### src/rtl/ldst_pkg.sv
package ldst_pkg;
  typedef enum logic [2:0] {
    M_IND     = 3'd0,
    M_POSTINC = 3'd1,
    M_PREDEC  = 3'd2,
    M_DISP    = 3'd3,
    M_DIRECT  = 3'd4,
    M_PUSH    = 3'd5,
    M_POP     = 3'd6,
    M_RSVD    = 3'd7
  } mode_e;

  localparam int unsigned NPTR = 4;
  localparam int unsigned SW   = $clog2(NPTR);
  localparam logic [SW-1:0] SEL_X  = 2'd0;
  localparam logic [SW-1:0] SEL_Y  = 2'd1;
  localparam logic [SW-1:0] SEL_Z  = 2'd2;
  localparam logic [SW-1:0] SEL_SP = 2'd3;
endpackage

### src/rtl/ldst_ptr_file.sv
module ldst_ptr_file
  import ldst_pkg::*;
#(
  parameter int unsigned AW = 16
) (
  input  logic                     clk_i,
  input  logic                     rst_ni,
  input  logic                     ext_we_i,
  input  logic [SW-1:0]            ext_sel_i,
  input  logic [AW-1:0]            ext_data_i,
  input  logic                     upd_we_i,
  input  logic [SW-1:0]            upd_sel_i,
  input  logic [AW-1:0]            upd_data_i,
  output logic [NPTR-1:0][AW-1:0]  ptr_o
);
  for (genvar g = 0; g < NPTR; g++) begin : g_ptr
    always_ff @(posedge clk_i or negedge rst_ni) begin
      if (!rst_ni)                                  ptr_o[g] <= '0;
      else if (upd_we_i && upd_sel_i == SW'(g))     ptr_o[g] <= upd_data_i;
      else if (ext_we_i && ext_sel_i == SW'(g))     ptr_o[g] <= ext_data_i;
    end
  end
endmodule

### src/rtl/ldst_addr_calc.sv
module ldst_addr_calc
  import ldst_pkg::*;
#(
  parameter int unsigned AW = 16,
  parameter int unsigned QW = 6
) (
  input  mode_e                    mode_i,
  input  logic [SW-1:0]            sel_i,
  input  logic                     store_i,
  input  logic [QW-1:0]            disp_i,
  input  logic [AW-1:0]            dir_addr_i,
  input  logic [NPTR-1:0][AW-1:0]  ptr_i,
  output logic                     ok_o,
  output logic                     two_o,
  output logic                     we_o,
  output logic [AW-1:0]            addr_o,
  output logic                     upd_o,
  output logic [SW-1:0]            upd_sel_o,
  output logic [AW-1:0]            upd_val_o
);
  localparam logic [AW-1:0] ONE = AW'(1);

  logic [AW-1:0] base, sp, base_inc, base_dec;
  logic          gp_sel;

  assign base     = ptr_i[sel_i];
  assign sp       = ptr_i[SEL_SP];
  assign base_inc = base + ONE;
  assign base_dec = base - ONE;
  assign gp_sel   = (sel_i != SEL_SP);

  always_comb begin
    ok_o      = 1'b0;
    two_o     = 1'b0;
    we_o      = store_i;
    addr_o    = base;
    upd_o     = 1'b0;
    upd_sel_o = sel_i;
    upd_val_o = base_inc;
    unique case (mode_i)
      M_IND:     ok_o = gp_sel;
      M_POSTINC: begin ok_o = gp_sel; upd_o = 1'b1; end
      M_PREDEC: begin
        ok_o = gp_sel; two_o = 1'b1; addr_o = base_dec;
        upd_o = 1'b1; upd_val_o = base_dec;
      end
      M_DISP: begin
        ok_o   = (sel_i == SEL_Y) || (sel_i == SEL_Z);
        two_o  = 1'b1;
        addr_o = base + {{(AW-QW){1'b0}}, disp_i};
      end
      M_DIRECT: begin ok_o = 1'b1; two_o = 1'b1; we_o = 1'b1; addr_o = dir_addr_i; end
      M_PUSH: begin
        ok_o = 1'b1; we_o = 1'b1; addr_o = sp;
        upd_o = 1'b1; upd_sel_o = SEL_SP; upd_val_o = sp - ONE;
      end
      M_POP: begin
        ok_o = 1'b1; two_o = 1'b1; we_o = 1'b0; addr_o = sp + ONE;
        upd_o = 1'b1; upd_sel_o = SEL_SP; upd_val_o = sp + ONE;
      end
      default: ok_o = 1'b0;
    endcase
  end
endmodule

### src/rtl/ldst_seq.sv
module ldst_seq #(
  parameter int unsigned AW = 16,
  parameter int unsigned DW = 8
) (
  input  logic          clk_i,
  input  logic          rst_ni,
  input  logic          req_i,
  input  logic          ok_i,
  input  logic          two_i,
  input  logic          we_i,
  input  logic [AW-1:0] addr_i,
  input  logic [DW-1:0] wdata_i,
  output logic          accept_o,
  output logic          busy_o,
  output logic          mem_en_o,
  output logic          mem_we_o,
  output logic [AW-1:0] mem_addr_o,
  output logic [DW-1:0] mem_wdata_o,
  output logic          rd_we_o
);
  logic          busy_q, we_q, ld_q;
  logic [AW-1:0] addr_q;
  logic [DW-1:0] wdata_q;

  assign busy_o   = busy_q;
  assign accept_o = req_i && ok_i && !busy_q;
  assign rd_we_o  = ld_q;

  always_comb begin
    if (busy_q) begin
      mem_en_o    = 1'b1;
      mem_we_o    = we_q;
      mem_addr_o  = addr_q;
      mem_wdata_o = wdata_q;
    end else begin
      mem_en_o    = accept_o && !two_i;
      mem_we_o    = we_i;
      mem_addr_o  = addr_i;
      mem_wdata_o = wdata_i;
    end
  end

  always_ff @(posedge clk_i or negedge rst_ni) begin
    if (!rst_ni) begin
      busy_q  <= 1'b0;
      we_q    <= 1'b0;
      ld_q    <= 1'b0;
      addr_q  <= '0;
      wdata_q <= '0;
    end else begin
      busy_q <= accept_o && two_i;
      ld_q   <= mem_en_o && !mem_we_o;
      // second-cycle access uses address formed at acceptance
      if (accept_o && two_i) begin
        we_q    <= we_i;
        addr_q  <= addr_i;
        wdata_q <= wdata_i;
      end
    end
  end
endmodule

### src/rtl/ldst_addr_unit.sv
module ldst_addr_unit
  import ldst_pkg::*;
#(
  parameter int unsigned AW = 16,
  parameter int unsigned DW = 8,
  parameter int unsigned QW = 6
) (
  input  logic          clk_i,
  input  logic          rst_ni,
  input  logic          req_i,
  input  logic [2:0]    mode_i,
  input  logic [1:0]    ptr_sel_i,
  input  logic          store_i,
  input  logic [QW-1:0] disp_i,
  input  logic [AW-1:0] dir_addr_i,
  input  logic [DW-1:0] wdata_i,
  input  logic          ptr_we_i,
  input  logic [1:0]    ptr_wsel_i,
  input  logic [AW-1:0] ptr_wdata_i,
  output logic          busy_o,
  output logic          mem_en_o,
  output logic          mem_we_o,
  output logic [AW-1:0] mem_addr_o,
  output logic [DW-1:0] mem_wdata_o,
  input  logic [DW-1:0] mem_rdata_i,
  output logic          rd_we_o,
  output logic [DW-1:0] rd_data_o,
  output logic [AW-1:0] ptr_x_o,
  output logic [AW-1:0] ptr_y_o,
  output logic [AW-1:0] ptr_z_o,
  output logic [AW-1:0] sp_o
);
  logic [NPTR-1:0][AW-1:0] ptrs;
  logic                    ok, two, we, upd, accept;
  logic [AW-1:0]           addr, upd_val;
  logic [SW-1:0]           upd_sel;

  ldst_ptr_file #(.AW(AW)) i_ptr_file (
    .clk_i, .rst_ni,
    .ext_we_i   (ptr_we_i),
    .ext_sel_i  (ptr_wsel_i),
    .ext_data_i (ptr_wdata_i),
    .upd_we_i   (accept && upd),
    .upd_sel_i  (upd_sel),
    .upd_data_i (upd_val),
    .ptr_o      (ptrs)
  );

  ldst_addr_calc #(.AW(AW), .QW(QW)) i_addr_calc (
    .mode_i     (mode_e'(mode_i)),
    .sel_i      (ptr_sel_i),
    .store_i,
    .disp_i,
    .dir_addr_i,
    .ptr_i      (ptrs),
    .ok_o       (ok),
    .two_o      (two),
    .we_o       (we),
    .addr_o     (addr),
    .upd_o      (upd),
    .upd_sel_o  (upd_sel),
    .upd_val_o  (upd_val)
  );

  ldst_seq #(.AW(AW), .DW(DW)) i_seq (
    .clk_i, .rst_ni, .req_i,
    .ok_i       (ok),
    .two_i      (two),
    .we_i       (we),
    .addr_i     (addr),
    .wdata_i,
    .accept_o   (accept),
    .busy_o,
    .mem_en_o,
    .mem_we_o,
    .mem_addr_o,
    .mem_wdata_o,
    .rd_we_o
  );

  assign rd_data_o = mem_rdata_i;
  assign ptr_x_o   = ptrs[SEL_X];
  assign ptr_y_o   = ptrs[SEL_Y];
  assign ptr_z_o   = ptrs[SEL_Z];
  assign sp_o      = ptrs[SEL_SP];
endmodule

### config.mk
export PLATFORM = sky130hd
export DESIGN_NAME = ldst_addr_unit
export DESIGN_NICKNAME = d
export VERILOG_FILES = /design/src/rtl/ldst_pkg.sv /design/src/rtl/ldst_ptr_file.sv /design/src/rtl/ldst_addr_calc.sv /design/src/rtl/ldst_seq.sv /design/src/rtl/ldst_addr_unit.sv
export SDC_FILE = /design/constraint.sdc
export NUM_CORES = 1
export LEC_CHECK = 0
export ABC_AREA = 1
export BUFFER_PORTS_ARGS = -buffer_cell sky130_fd_sc_hd__buf_2
export CORE_UTILIZATION = 60
export DETAILED_ROUTE_END_ITERATION = 16
export PLACE_DENSITY_LB_ADDON = 0.2
export SYNTH_ARGS = -nofsm -noshare
export SYNTH_HDL_FRONTEND = slang
export SYNTH_HIERARCHICAL = 1
export SYNTH_SLANG_ARGS = --single-unit
export TNS_END_PERCENT = 20
### constraint.sdc
create_clock -name clk_i -period 6.59 [get_ports clk_i]
set_input_delay 0.3295 -clock clk_i [delete_from_list [all_inputs] [get_ports clk_i]]
set_output_delay 0.3295 -clock clk_i [all_outputs]
set_load 0.01 [all_outputs]
==> results.cfg <==
[sta]
finalWorstPathRequiredPeriod_ps = 3880
clock.fmax_mhz = 258
fin_skew_ps = 7.91
timing.final.crit_share = 0.589
maxSlewHeadroom = 0.391
final-max-slew-violation-count = 0
fin_ws_ps = 2710
worstMarginPinSlew_ps = 914
fin_setup_tns_ps = 0
rsz0062_at_grt = false
hold_slack_ps = 215
setup_viol = 0
hold_viol = 0

[drt]
ant_nets = 0
via_per_inst = 5.90
drtPass1Iterations = 6
wirelength_um = 27200
drc = 0
post_drt_wl_per_cell_um = 16.5
via_count = 9712
drt-initial-drc-count = 992

[cells_and_area]
fin_cells = 1647
drive_gt1_frac = 0.183
final_core_util = 0.673
multi_input_area_um2 = 5200
antenna_cells = 0
syn_to_final_growth_pct = 9.37
regArea_um2 = 2280
fillers = 1338
layout.nets = 1540
stdcell_area_um2 = 9340

[worst_hold_path]
hold_path_class = input pin to register
hold_start = wdata_i[5]

[global_route]
grt_pass1_wl_um = 43500
grt_pass1_vias = 8611
grt_usage = 0.378
grt_antenna_before_repair = 0
grt_max_degree = 68
grt_overflow = 0

[synth]
synth_seq_cells = 91
async_flop_share = 1.00
avgSynthCellArea_um2 = 6.23
yosysWarningCount = 6
syn_inst = 1370
synthesis.nets = 1448
synthDistinctLibCells = 45
synth_area_um2 = 8540
yosysSeqAreaShare = 0.267
synth-edff-count = 0
synth_flop_cell = dfrtp_1

[clock_network]
clkTransAtPathRegs_ps = 70
cts_buffer_depth = 2
cts_tree = built
root_buffer = clkbuf_16
h-tree-depth = 3
post-cts-setup-buffer-count = 0
clk_latency_ps = 360
cts_made_buffers = 9
clock-sinks = 91

[placement]
portBuffers = 149
place_area_um2 = 9020
hpwl_um = 20500
dp_slack_ps = 2540
gp_congestion = 0.952
dp.cells = 1630

[pwr]
vdd_ir_drop_max_mv = 0.149
switching_share = 0.442
total_power_mw = 2.36
pwr_density_cell_nw_per_um2 = 253
internal_power_mw = 1.32
leakage_nw = 5.09
p_comb_frac = 0.413
power_frac_clock = 0.237
netSwitchingPower_mw = 1.05
seq_power_share = 0.351

[worst_setup_path]
worst_setup_path_start_kind = input pin
cp_slowest_stage_delay_ps = 610
rr_startpoint = i_seq/busy_o
crit_required_ps = 6260
crit_chain = buf_2, inv_8, nand2_1, nand3_1, nand2_4, inv_1, ha_1, inv_1, nor2_1, nand2_1, nand3_1, nand3_1, nand2_2, nand3_1, nand3_1, nand2_1, nor2_1, nand3_1, nand2_1, nand2_1, buf_2
cp-startpoint = ptr_sel_i[0]
critPathArrivalTime_ps = 3550
r2r_cells = 10
crit_path_end_kind = primary output
crit_top_cell = nand3_1
critPathKind = input pin to primary output
path_max_fanout = 34
worst_path_max_delay_cell = buf_2
crit_family = simple AND/OR/NAND/NOR gates
r2r_slack_ps = 3340
r2r-end = i_ptr_file/ptr_o[11]
cp.depth = 21
path_buf_inv = 5
cp-endpoint = mem_addr_o[11]

[die]
die_x_um = 121
start_util = 0.615
core_area_um2 = 13900
die_y_um = 121
ios = 166
die_area_um2 = 14700
rows = 43

[status]
status = completed

[flow_run]
maxCapViolCount = 0
==> layout by cell type (no fill, tap or decap), types with 4 or more instances in the layout <==
cell | synthesis | final
a21oi_1 | 26 | 26
buf_2 | 32 | 148
buf_4 | 15 | 12
clkbuf_16 | 0 | 9
dfrtp_1 | 91 | 91
ha_1 | 11 | 11
inv_1 | 107 | 107
inv_2 | 17 | 17
nand2_1 | 517 | 517
nand2_2 | 29 | 29
nand2_4 | 4 | 4
nand3_1 | 225 | 225
nand3_2 | 17 | 17
nand3b_1 | 6 | 6
nand4_1 | 67 | 67
nor2_1 | 62 | 62
nor2_2 | 11 | 11
nor2_4 | 9 | 9
nor3_1 | 5 | 5
o21ai_0 | 35 | 35
o21ai_1 | 6 | 6
xor2_1 | 12 | 12
==> layer usage <==
layer / track usage / share of wire / vias to the layer above
met5: 0 / 0 / -
met4: 0.147 / 0.027 / 0
met3: 0.0428 / 0.090 / 55
met2: 0.626 / 0.46 / 580
met1: 0.504 / 0.42 / 4428
li1: - / - / 4649
==> power by group through the flow <==
stage               clock network [mW]  logic, mW  registers, mW
finish                           0.560      0.975          0.829
global route                     0.582       1.09          0.844
CTS                              0.563      0.960          0.824
detailed placement                   0      0.954          0.833
global placement                     0      0.937          0.831
floorplan                            0      0.658          0.822
==> synthesized netlist by cell type, types with 2 or more instances <==
cell type | number | area [µm²]
nand2_1 | 517 | 1940
nand3_1 | 225 | 1130
inv_1 | 107 | 402
dfrtp_1 | 91 | 2280
nand4_1 | 67 | 419
nor2_1 | 62 | 233
o21ai_0 | 35 | 175
buf_2 | 32 | 160
nand2_2 | 29 | 181
a21oi_1 | 26 | 130
buf_6 | 17 | 191
inv_2 | 17 | 63.8
nand3_2 | 17 | 170
buf_4 | 15 | 113
xor2_1 | 12 | 105
clkbuf_1 | 11 | 41.3
ha_1 | 11 | 138
nor2_2 | 11 | 68.8
nor2_4 | 9 | 101
nand3b_1 | 6 | 45.0
o21ai_1 | 6 | 30.0
nor3_1 | 5 | 25.0
nand2_4 | 4 | 45.0
a221oi_1 | 3 | 26.3
a31oi_1 | 3 | 18.8
buf_8 | 3 | 45.0
o211ai_1 | 3 | 22.5
o21bai_1 | 3 | 22.5
a211oi_1 | 2 | 15.0
a32oi_1 | 2 | 17.5
inv_4 | 2 | 12.5
nor4_1 | 2 | 12.5
o22ai_1 | 2 | 12.5
xnor2_1 | 2 | 17.5
==> area by class of cell <==
type,count,area share
Clock buffer,10,0.0256
Tap cell,180,0.0241
Timing Repair Buffer,161,0.0900
Sequential cell,91,0.244
Multi-Input combinational cell,1072,0.557
Inverter,127,0.0524
Clock inverter,6,0.00750
==> cells by family after synthesis <==
kind of cell	count (synthesis)	share of synthesized area
compound gates	89	0.0592
xor+xnor	14	0.0144
fa+ha+maj	12	0.0185
buf+inv	207	0.125
flops	91	0.267
simple gates	957	0.517
==> repair_timing <==
action	CTS	global route
resized for setup	0	0
hold endpoints to repair	24	0
hold buffers	1	0
==> registers in the layout, summed over array words and instances, names as in the netlist <==
register and cells:
i_seq/busy_o 1, i_seq/addr_q 16, i_seq/rd_we_o 1, i_seq/wdata_q 8, i_ptr_file/ptr_o 64, i_seq/we_q 1
==> worst min path at each step <==
stage	slack, ps	to	cells after the start
finish	220	i_seq/wdata_q[5]	3
global route	230	i_ptr_file/ptr_o[3]	3
floorplan	30	i_ptr_file/ptr_o[0]	0
global placement	250	i_seq/wdata_q[5]	1
detailed placement	250	i_seq/wdata_q[5]	1
CTS	220	i_seq/wdata_q[5]	3
==> worst reg2reg max path, delay by kind of cell, from the launching register on <==
| family | cells | cell delay, ps |
|---|---|---|
| buffers and inverters | 4 | 1380 |
| AND/OR/NAND/NOR | 6 | 1390 |
| flip-flops | 1 | 370 |
Power figures use the tool's default switching activity.
